## src/rtl/tod_pkg.sv

```systemverilog
package tod_pkg;
  localparam int DATA_W  = 32;
  localparam int ACC_W   = 32;
  localparam int NS_ROLL = 1_000_000_000;
  localparam int NS_W    = $clog2(NS_ROLL);
  localparam int ADDR_W  = 3;

  localparam logic [ADDR_W-1:0] ADR_INC    = 3'd0;
  localparam logic [ADDR_W-1:0] ADR_ADDEND = 3'd1;
  localparam logic [ADDR_W-1:0] ADR_USEC   = 3'd2;
  localparam logic [ADDR_W-1:0] ADR_UNS    = 3'd3;
  localparam logic [ADDR_W-1:0] ADR_TSEC   = 3'd4;
  localparam logic [ADDR_W-1:0] ADR_TNS    = 3'd5;
  localparam logic [ADDR_W-1:0] ADR_CMD    = 3'd6;
  localparam logic [ADDR_W-1:0] ADR_IRQ    = 3'd7;

  typedef struct packed {
    logic doReload;
    logic doStep;
    logic doSet;
  } todCmd_t;
endpackage

```

## src/rtl/tod_ctrl.sv

```systemverilog
module tod_ctrl
  import tod_pkg::*;
#(
  parameter int          SEC_W      = 32,
  parameter int          INC_W      = 8,
  parameter int          DEF_INC    = 20,
  parameter logic [31:0] DEF_ADDEND = 32'h0
) (
  input  logic                 clk,
  input  logic                 rstN,
  input  logic                 wrEn,
  input  logic [ADDR_W-1:0]    wrAddr,
  input  logic [DATA_W-1:0]    wrData,
  input  logic                 alarmHit,
  output todCmd_t              cmd,
  output logic [INC_W-1:0]     incVal,
  output logic [ACC_W-1:0]     addStage,
  output logic [SEC_W-1:0]     updSec,
  output logic [NS_W-1:0]      updNsMag,
  output logic                 updNeg,
  output logic [SEC_W-1:0]     tgtSec,
  output logic [NS_W-1:0]      tgtNs,
  output logic                 alarmStatus,
  output logic                 irq
);
  logic trigEn;
  logic irqEn;

  always_ff @(posedge clk) begin
    if (!rstN) begin
      cmd         <= '0;
      incVal      <= INC_W'(DEF_INC);
      addStage    <= DEF_ADDEND;
      updSec      <= '0;
      updNsMag    <= '0;
      updNeg      <= 1'b0;
      tgtSec      <= '0;
      tgtNs       <= '0;
      trigEn      <= 1'b0;
      irqEn       <= 1'b0;
      alarmStatus <= 1'b0;
    end else begin
      cmd <= '0;
      if (wrEn) begin
        case (wrAddr)
          ADR_INC:    incVal   <= wrData[INC_W-1:0];
          ADR_ADDEND: addStage <= wrData;
          ADR_USEC:   updSec   <= wrData[SEC_W-1:0];
          ADR_UNS: begin
            updNsMag <= wrData[NS_W-1:0];
            updNeg   <= wrData[DATA_W-1];
          end
          ADR_TSEC:   tgtSec   <= wrData[SEC_W-1:0];
          ADR_TNS:    tgtNs    <= wrData[NS_W-1:0];
          ADR_CMD: begin
            cmd <= '{doReload: wrData[2], doStep: wrData[1], doSet: wrData[0]};
            if (wrData[3]) trigEn <= 1'b1;
          end
          ADR_IRQ: begin
            if (wrData[0]) alarmStatus <= 1'b0;
            irqEn <= wrData[1];
          end
          default: ;
        endcase
      end
      if (trigEn && alarmHit) begin
        alarmStatus <= 1'b1;
        trigEn      <= 1'b0;
      end
    end
  end

  assign irq = alarmStatus & irqEn;

  AST_PEND_CLEARS: assert property (@(posedge clk) disable iff (!rstN)
    (cmd != '0) && !wrEn |=> cmd == '0);
  AST_ALARM_FIRES: assert property (@(posedge clk) disable iff (!rstN)
    trigEn && alarmHit |=> alarmStatus && !trigEn);
  AST_W1C: assert property (@(posedge clk) disable iff (!rstN)
    wrEn && wrAddr == ADR_IRQ && wrData[0] && !(trigEn && alarmHit) |=> !alarmStatus);
endmodule

```

## src/rtl/tod_datapath.sv

```systemverilog
module tod_datapath
  import tod_pkg::*;
#(
  parameter int          SEC_W      = 32,
  parameter int          INC_W      = 8,
  parameter logic [31:0] DEF_ADDEND = 32'h0
) (
  input  logic              clk,
  input  logic              rstN,
  input  todCmd_t           cmd,
  input  logic [INC_W-1:0]  incVal,
  input  logic [ACC_W-1:0]  addStage,
  input  logic [SEC_W-1:0]  updSec,
  input  logic [NS_W-1:0]   updNsMag,
  input  logic              updNeg,
  input  logic [SEC_W-1:0]  tgtSec,
  input  logic [NS_W-1:0]   tgtNs,
  input  logic              captureStb,
  output logic [SEC_W-1:0]  secNow,
  output logic [NS_W-1:0]   nsNow,
  output logic [SEC_W-1:0]  snapSec,
  output logic [NS_W-1:0]   snapNs,
  output logic              alarmHit
);
  localparam int NW = NS_W + 2;

  logic [ACC_W-1:0] acc, addAct;
  logic [ACC_W:0]   accSum;
  logic             tick;

  assign accSum = {1'b0, acc} + {1'b0, addAct};
  assign tick   = accSum[ACC_W];

  always_ff @(posedge clk) begin
    if (!rstN) begin
      acc    <= '0;
      addAct <= DEF_ADDEND;
    end else begin
      acc <= accSum[ACC_W-1:0];
      if (cmd.doReload) addAct <= addStage;
    end
  end

  logic [NW-1:0]    nsExt, magExt, incExt, rollExt, sumExt, nsNext;
  logic [SEC_W-1:0] secNext;

  assign nsExt   = {2'b00, nsNow};
  assign magExt  = {2'b00, updNsMag};
  assign incExt  = NW'(incVal);
  assign rollExt = NW'(NS_ROLL);

  always_comb begin
    secNext = secNow;
    nsNext  = nsExt;
    sumExt  = '0;
    if (cmd.doSet) begin
      secNext = updSec;
      nsNext  = magExt;
    end else if (cmd.doStep) begin
      if (!updNeg) begin
        sumExt = nsExt + magExt;
        if (sumExt >= rollExt) begin
          nsNext  = sumExt - rollExt;
          secNext = secNow + updSec + SEC_W'(1);
        end else begin
          nsNext  = sumExt;
          secNext = secNow + updSec;
        end
      end else if (nsExt >= magExt) begin
        nsNext  = nsExt - magExt;
        secNext = secNow - updSec;
      end else begin
        nsNext  = nsExt + rollExt - magExt;
        secNext = secNow - updSec - SEC_W'(1);
      end
    end else if (tick) begin
      sumExt = nsExt + incExt;
      if (sumExt >= rollExt) begin
        nsNext  = sumExt - rollExt;
        secNext = secNow + SEC_W'(1);
      end else begin
        nsNext  = sumExt;
      end
    end
  end

  always_ff @(posedge clk) begin
    if (!rstN) begin
      secNow  <= '0;
      nsNow   <= '0;
      snapSec <= '0;
      snapNs  <= '0;
    end else begin
      secNow <= secNext;
      nsNow  <= nsNext[NS_W-1:0];
      if (captureStb) begin
        snapSec <= secNow;
        snapNs  <= nsNow;
      end
    end
  end

  assign alarmHit = (secNow > tgtSec) || ((secNow == tgtSec) && (nsNow >= tgtNs));

  AST_NS_RANGE: assert property (@(posedge clk) disable iff (!rstN)
    32'(nsNow) < 32'(NS_ROLL));
  AST_SET_LOADS: assert property (@(posedge clk) disable iff (!rstN)
    cmd.doSet |=> secNow == $past(updSec) && nsNow == $past(updNsMag));
  AST_SNAP_HOLD: assert property (@(posedge clk) disable iff (!rstN)
    !captureStb |=> $stable(snapSec) && $stable(snapNs));
endmodule

```

## src/rtl/tod_clock.sv

```systemverilog
module tod_clock
  import tod_pkg::*;
#(
  parameter int          SEC_W      = 32,
  parameter int          INC_W      = 8,
  parameter int          DEF_INC    = 20,
  parameter logic [31:0] DEF_ADDEND = 32'h0
) (
  input  logic              clk,
  input  logic              rstN,
  input  logic              wrEn,
  input  logic [2:0]        wrAddr,
  input  logic [31:0]       wrData,
  input  logic              captureStb,
  output logic [SEC_W-1:0]  secNow,
  output logic [29:0]       nsNow,
  output logic [SEC_W-1:0]  snapSec,
  output logic [29:0]       snapNs,
  output logic [2:0]        cmdPending,
  output logic              alarmStatus,
  output logic              irq
);
  todCmd_t          cmd;
  logic [INC_W-1:0] incVal;
  logic [ACC_W-1:0] addStage;
  logic [SEC_W-1:0] updSec, tgtSec;
  logic [NS_W-1:0]  updNsMag, tgtNs;
  logic             updNeg, alarmHit;

  tod_ctrl #(.SEC_W(SEC_W), .INC_W(INC_W), .DEF_INC(DEF_INC), .DEF_ADDEND(DEF_ADDEND)) ctrl_i (
    .clk(clk), .rstN(rstN), .wrEn(wrEn), .wrAddr(wrAddr), .wrData(wrData),
    .alarmHit(alarmHit), .cmd(cmd), .incVal(incVal), .addStage(addStage),
    .updSec(updSec), .updNsMag(updNsMag), .updNeg(updNeg), .tgtSec(tgtSec),
    .tgtNs(tgtNs), .alarmStatus(alarmStatus), .irq(irq)
  );

  tod_datapath #(.SEC_W(SEC_W), .INC_W(INC_W), .DEF_ADDEND(DEF_ADDEND)) dp_i (
    .clk(clk), .rstN(rstN), .cmd(cmd), .incVal(incVal), .addStage(addStage),
    .updSec(updSec), .updNsMag(updNsMag), .updNeg(updNeg), .tgtSec(tgtSec),
    .tgtNs(tgtNs), .captureStb(captureStb), .secNow(secNow), .nsNow(nsNow),
    .snapSec(snapSec), .snapNs(snapNs), .alarmHit(alarmHit)
  );

  assign cmdPending = {cmd.doReload, cmd.doStep, cmd.doSet};
endmodule

```

## config.mk

```make
export PLATFORM = sky130hd
export DESIGN_NAME = tod_clock
export DESIGN_NICKNAME = d
export VERILOG_FILES = /design/src/rtl/tod_pkg.sv /design/src/rtl/tod_ctrl.sv /design/src/rtl/tod_datapath.sv /design/src/rtl/tod_clock.sv
export SDC_FILE = /design/constraint.sdc
export NUM_CORES = 1
export LEC_CHECK = 0
export BUFFER_PORTS_ARGS = -buffer_cell sky130_fd_sc_hd__buf_2
export CAP_MARGIN = 15
export CORE_MARGIN = 1
export CORE_UTILIZATION = 65
export CTS_CLUSTER_SIZE = 14
export DETAILED_ROUTE_END_ITERATION = 8
export PLACE_DENSITY = 0.84
export SYNTH_ARGS = -nofsm -noshare
export SYNTH_HDL_FRONTEND = slang
export SYNTH_SLANG_ARGS = --single-unit
```

## constraint.sdc

```tcl
create_clock -name clk -period 11.2 [get_ports clk]
set_input_delay 1.12 -clock clk [delete_from_list [all_inputs] [get_ports clk]]
set_output_delay 1.12 -clock clk [all_outputs]
set_load 0.03 [all_outputs]
```

==> results.yml <==
sta:
  rsz0062_at_grt: "false"
  fin_ws_ns: 5.113
  max_slew.worst_pin.slew_ns: 1.163
  min_period_over_period: 0.5435
  max_freq_mhz: 164.3
  setup_viol: 0
  final_max_slew_viol_count: 0
  hold_violations: 0
  maxSlewHeadroom: 0.2175
  setup_tns_ns: 0
  timing.final.crit_period_ns: 6.087
  skew_ns: 0.03158
routing:
  wire_per_inst_um: 24.06
  routed_via_density: 6.723
  num_vias: 31550
  ant_nets: 0
  wl_um: 112900
  first_pass_iters: 9
  drc: 0
  drt_iter0_drc: 4165
global_routing:
  grt_pass1_wl_um: 169000
  antenna_found_initial: 0
  first_global_vias: 28930
  overflow: 0
  grt_usage: 0.4618
  grt_max_degree: 209
worst_setup_path:
  max_stage_delay_ns: 0.68
  cp_num_buf_inv: 3
  critical_path_class: "flip-flop to flip-flop"
  cp_max_fo: 26
  crit_cells: 17
  crit_path_top_delay_cell: "dfxtp_1"
  cp_data_required_time_ns: 11.66
  worstSetupStartpointType: "flip-flop"
  cp_cell_sequence: "inv_1 > ha_1 > or2_2 > a2111oi_0 > nand3_1 > o211ai_1 > mux2_2 > a22oi_1 > o21ai_0 > or4b_1 > o31ai_4 > buf_4 > nor2_2 > buf_4 > nor4_1 > xor2_1 > a2111oi_0"
  worstSetupEndpointType: "flip-flop"
  cp_top_family: "compound AO/OA/AOI/OAI gates"
  rr_worst_depth: 17
  arrival_ns: 6.54
die:
  start_util: 0.6619
  core_area_mm2: 0.04548
  io-pin-count: 168
  die_w_um: 217.2
  dieHeight_um: 217.2
  die-area_mm2: 0.04717
  rows: 78
clocking:
  cts-root-buf: "clkbuf_16"
  clock_latency_ns: 0.59
  cts_buffers: 38
  cts_hold_buf: 0
  cts_tree: "yes"
  post_cts_resized: 0
  clkTransAtPathRegs_ns: 0.07
  clk_path_buf_depth: 3
  cts_sinks: 359
  htreeDepth: 2
  cts_setup_buffers: 0
power:
  seqPwrFrac: 0.410
  switching_power_uw: 978.9
  p_leak_uw: 0.01352
  irDropWorstVdd_mv: 0.1528
  combPwrFrac: 0.180
  power.density_mw_per_mm2: 97.74
  swShare: 0.3067
  finalPower_uw: 3192
  pwr-share-clk: 0.410
  power.internal_uw: 2213
run:
  max_cap_violations: 0
finish:
  final_cell_mix: "525 x nand2_1, 397 x a21oi_1, 357 x dfxtp_1"
  finalNetCount: 4393
  area_growth_pct: 8.484
  num_antenna_cells: 0
  drive_above_1_share: 0.08456
  layout_commonest_cell: "nand2_1"
synthesis:
  synth_edf_count: 0
  ys_warn_count: 0
  seq_area_frac_synth: 0.2388
  async_reset_ff_frac: 0
  syn_area_mm2: 0.03010
  yosys.area_share.simple: 0.2167
  synth_fa_ha_area_frac: 0.1271
  synthCells: 4016
  syn_avg_cell_area_um2: 7.495
  synthMuxAreaShare: 0.03949
  synthFlopType: "dfxtp_1"
  yosys_register_bits: 359
  synth_compound_area_frac: 0.2447
  syn_nets: 4347
  synthXorXnorAreaFrac: 0.07183
  synth.distinct_cells: 98
  synth_top_family_by_area: "compound AO/OA/AOI/OAI gates"
placement:
  place_ws_ns: 5.307
  place_congestion: 1.059
  dp_hpwl_um: 82940
  portBuffers: 167
worst_hold_path:
  min_path_cells: 2
  hp-class: "flip-flop to flip-flop"
outcome:
  status: "complete, no violations"
==> area by class of cell <==
cell class | count | area [µm²]
clock inverters | 18 | 225.2
repair buffers | 219 | 1255
inverters | 272 | 1028
multi-input cells | 3172 | 21140
flip-flops and latches | 359 | 7189
fillers | 3809 | 12820
well taps | 600 | 750.7
clock buffers | 52 | 1064
==> routing by layer <==
layer  vias up  track usage  part of all wire
met4         0       0.2359             0.055
met3       394       0.1269              0.14
met2      2016       0.6707              0.41
met1     14750       0.6227              0.40
met5         -            0                 0
li1      14390            -                 -
==> synthesized netlist by cell type (73+ instances only) <==
cell type | count | share of area
a21oi_1 | 399 | 0.066
clkbuf_1 | 179 | 0.022
dfxtp_1 | 359 | 0.24
ha_1 | 269 | 0.11
inv_1 | 268 | 0.033
mux2i_1 | 112 | 0.037
nand2_1 | 525 | 0.065
nand3_1 | 84 | 0.014
nor2_1 | 339 | 0.042
nor3_1 | 92 | 0.015
o21ai_0 | 162 | 0.027
xnor2_1 | 172 | 0.050
xor2_1 | 73 | 0.021
==> power by group through the flow <==
| stage | logic, µW | registers (µW) | clock network (µW) |
|---|---|---|---|
| 3_3_place_gp | 542 | 1330 | 0 |
| 2_1_floorplan | 380 | 1330 | 0 |
| 6_report | 574 | 1310 | 1310 |
| 3_5_place_dp | 543 | 1330 | 0 |
| 4_1_cts | 549 | 1310 | 1310 |
| 5_1_grt | 604 | 1310 | 1360 |
==> kinds of logic (layout without fill, tap and decap cells) <==
logic type,after synthesis,count (layout)
AOI/OAI and AO/OA,1121,1121
xor gates and xnor gates,246,246
adders and majority gates,292,292
buffers and inverters,485,561
DFF,359,359
muxes,118,118
and+or+nand+nor,1395,1395
==> worst paths after layout <==
| check | slack (ns) | to | startpoint |
|---|---|---|---|
| max | 5.11 | dp_i.secNow[20]$_SDFFE_PN0P_ | dp_i.nsNow[11]$_SDFFE_PN0P_ |
| min | 0.46 | ctrl_i.tgtNs[3]$_SDFFE_PN0P_ | ctrl_i.tgtNs[3]$_SDFFE_PN0P_ |
| max reg2reg | 5.11 | dp_i.secNow[20]$_SDFFE_PN0P_ | dp_i.nsNow[11]$_SDFFE_PN0P_ |
| min reg2reg | 0.46 | ctrl_i.tgtNs[3]$_SDFFE_PN0P_ | ctrl_i.tgtNs[3]$_SDFFE_PN0P_ |
==> sequential cells by signal, summed over array words and instances, names as in the netlist <==
register            flops
ctrl_i.updSec          32
dp_i.secNow            32
dp_i.snapSec           32
ctrl_i.tgtNs           30
dp_i.snapNs            30
dp_i.acc               32
ctrl_i.addStage        32
ctrl_i.updNeg           1
ctrl_i.irqEn            1
ctrl_i.alarmStatus      1
ctrl_i.trigEn           1
ctrl_i.tgtSec          32
dp_i.addAct            32
ctrl_i.cmd              3
dp_i.nsNow             30
ctrl_i.incVal           8
ctrl_i.updNsMag        30
==> through the flow <==
step,utilization,std cells,instance area [µm²],hold WS (ns)
6_report,0.7180,4692,32660,0.4558
5_1_grt,0.7180,4692,32660,0.4676
4_1_cts,0.7173,4690,32620,0.4557
3_5_place_dp,0.6890,4620,31330,0.4468
3_3_place_gp,0.6889,4619,31330,0.4416
2_1_floorplan,-,4016,30100,0.4360
==> tightest hold or removal path: stages (launching register included) <==
cell and delay [ns]:
dfxtp_1 0.31, nand2_1 0.05, a21oi_1 0.05
Note: power is estimated with default switching activity, not from simulation.
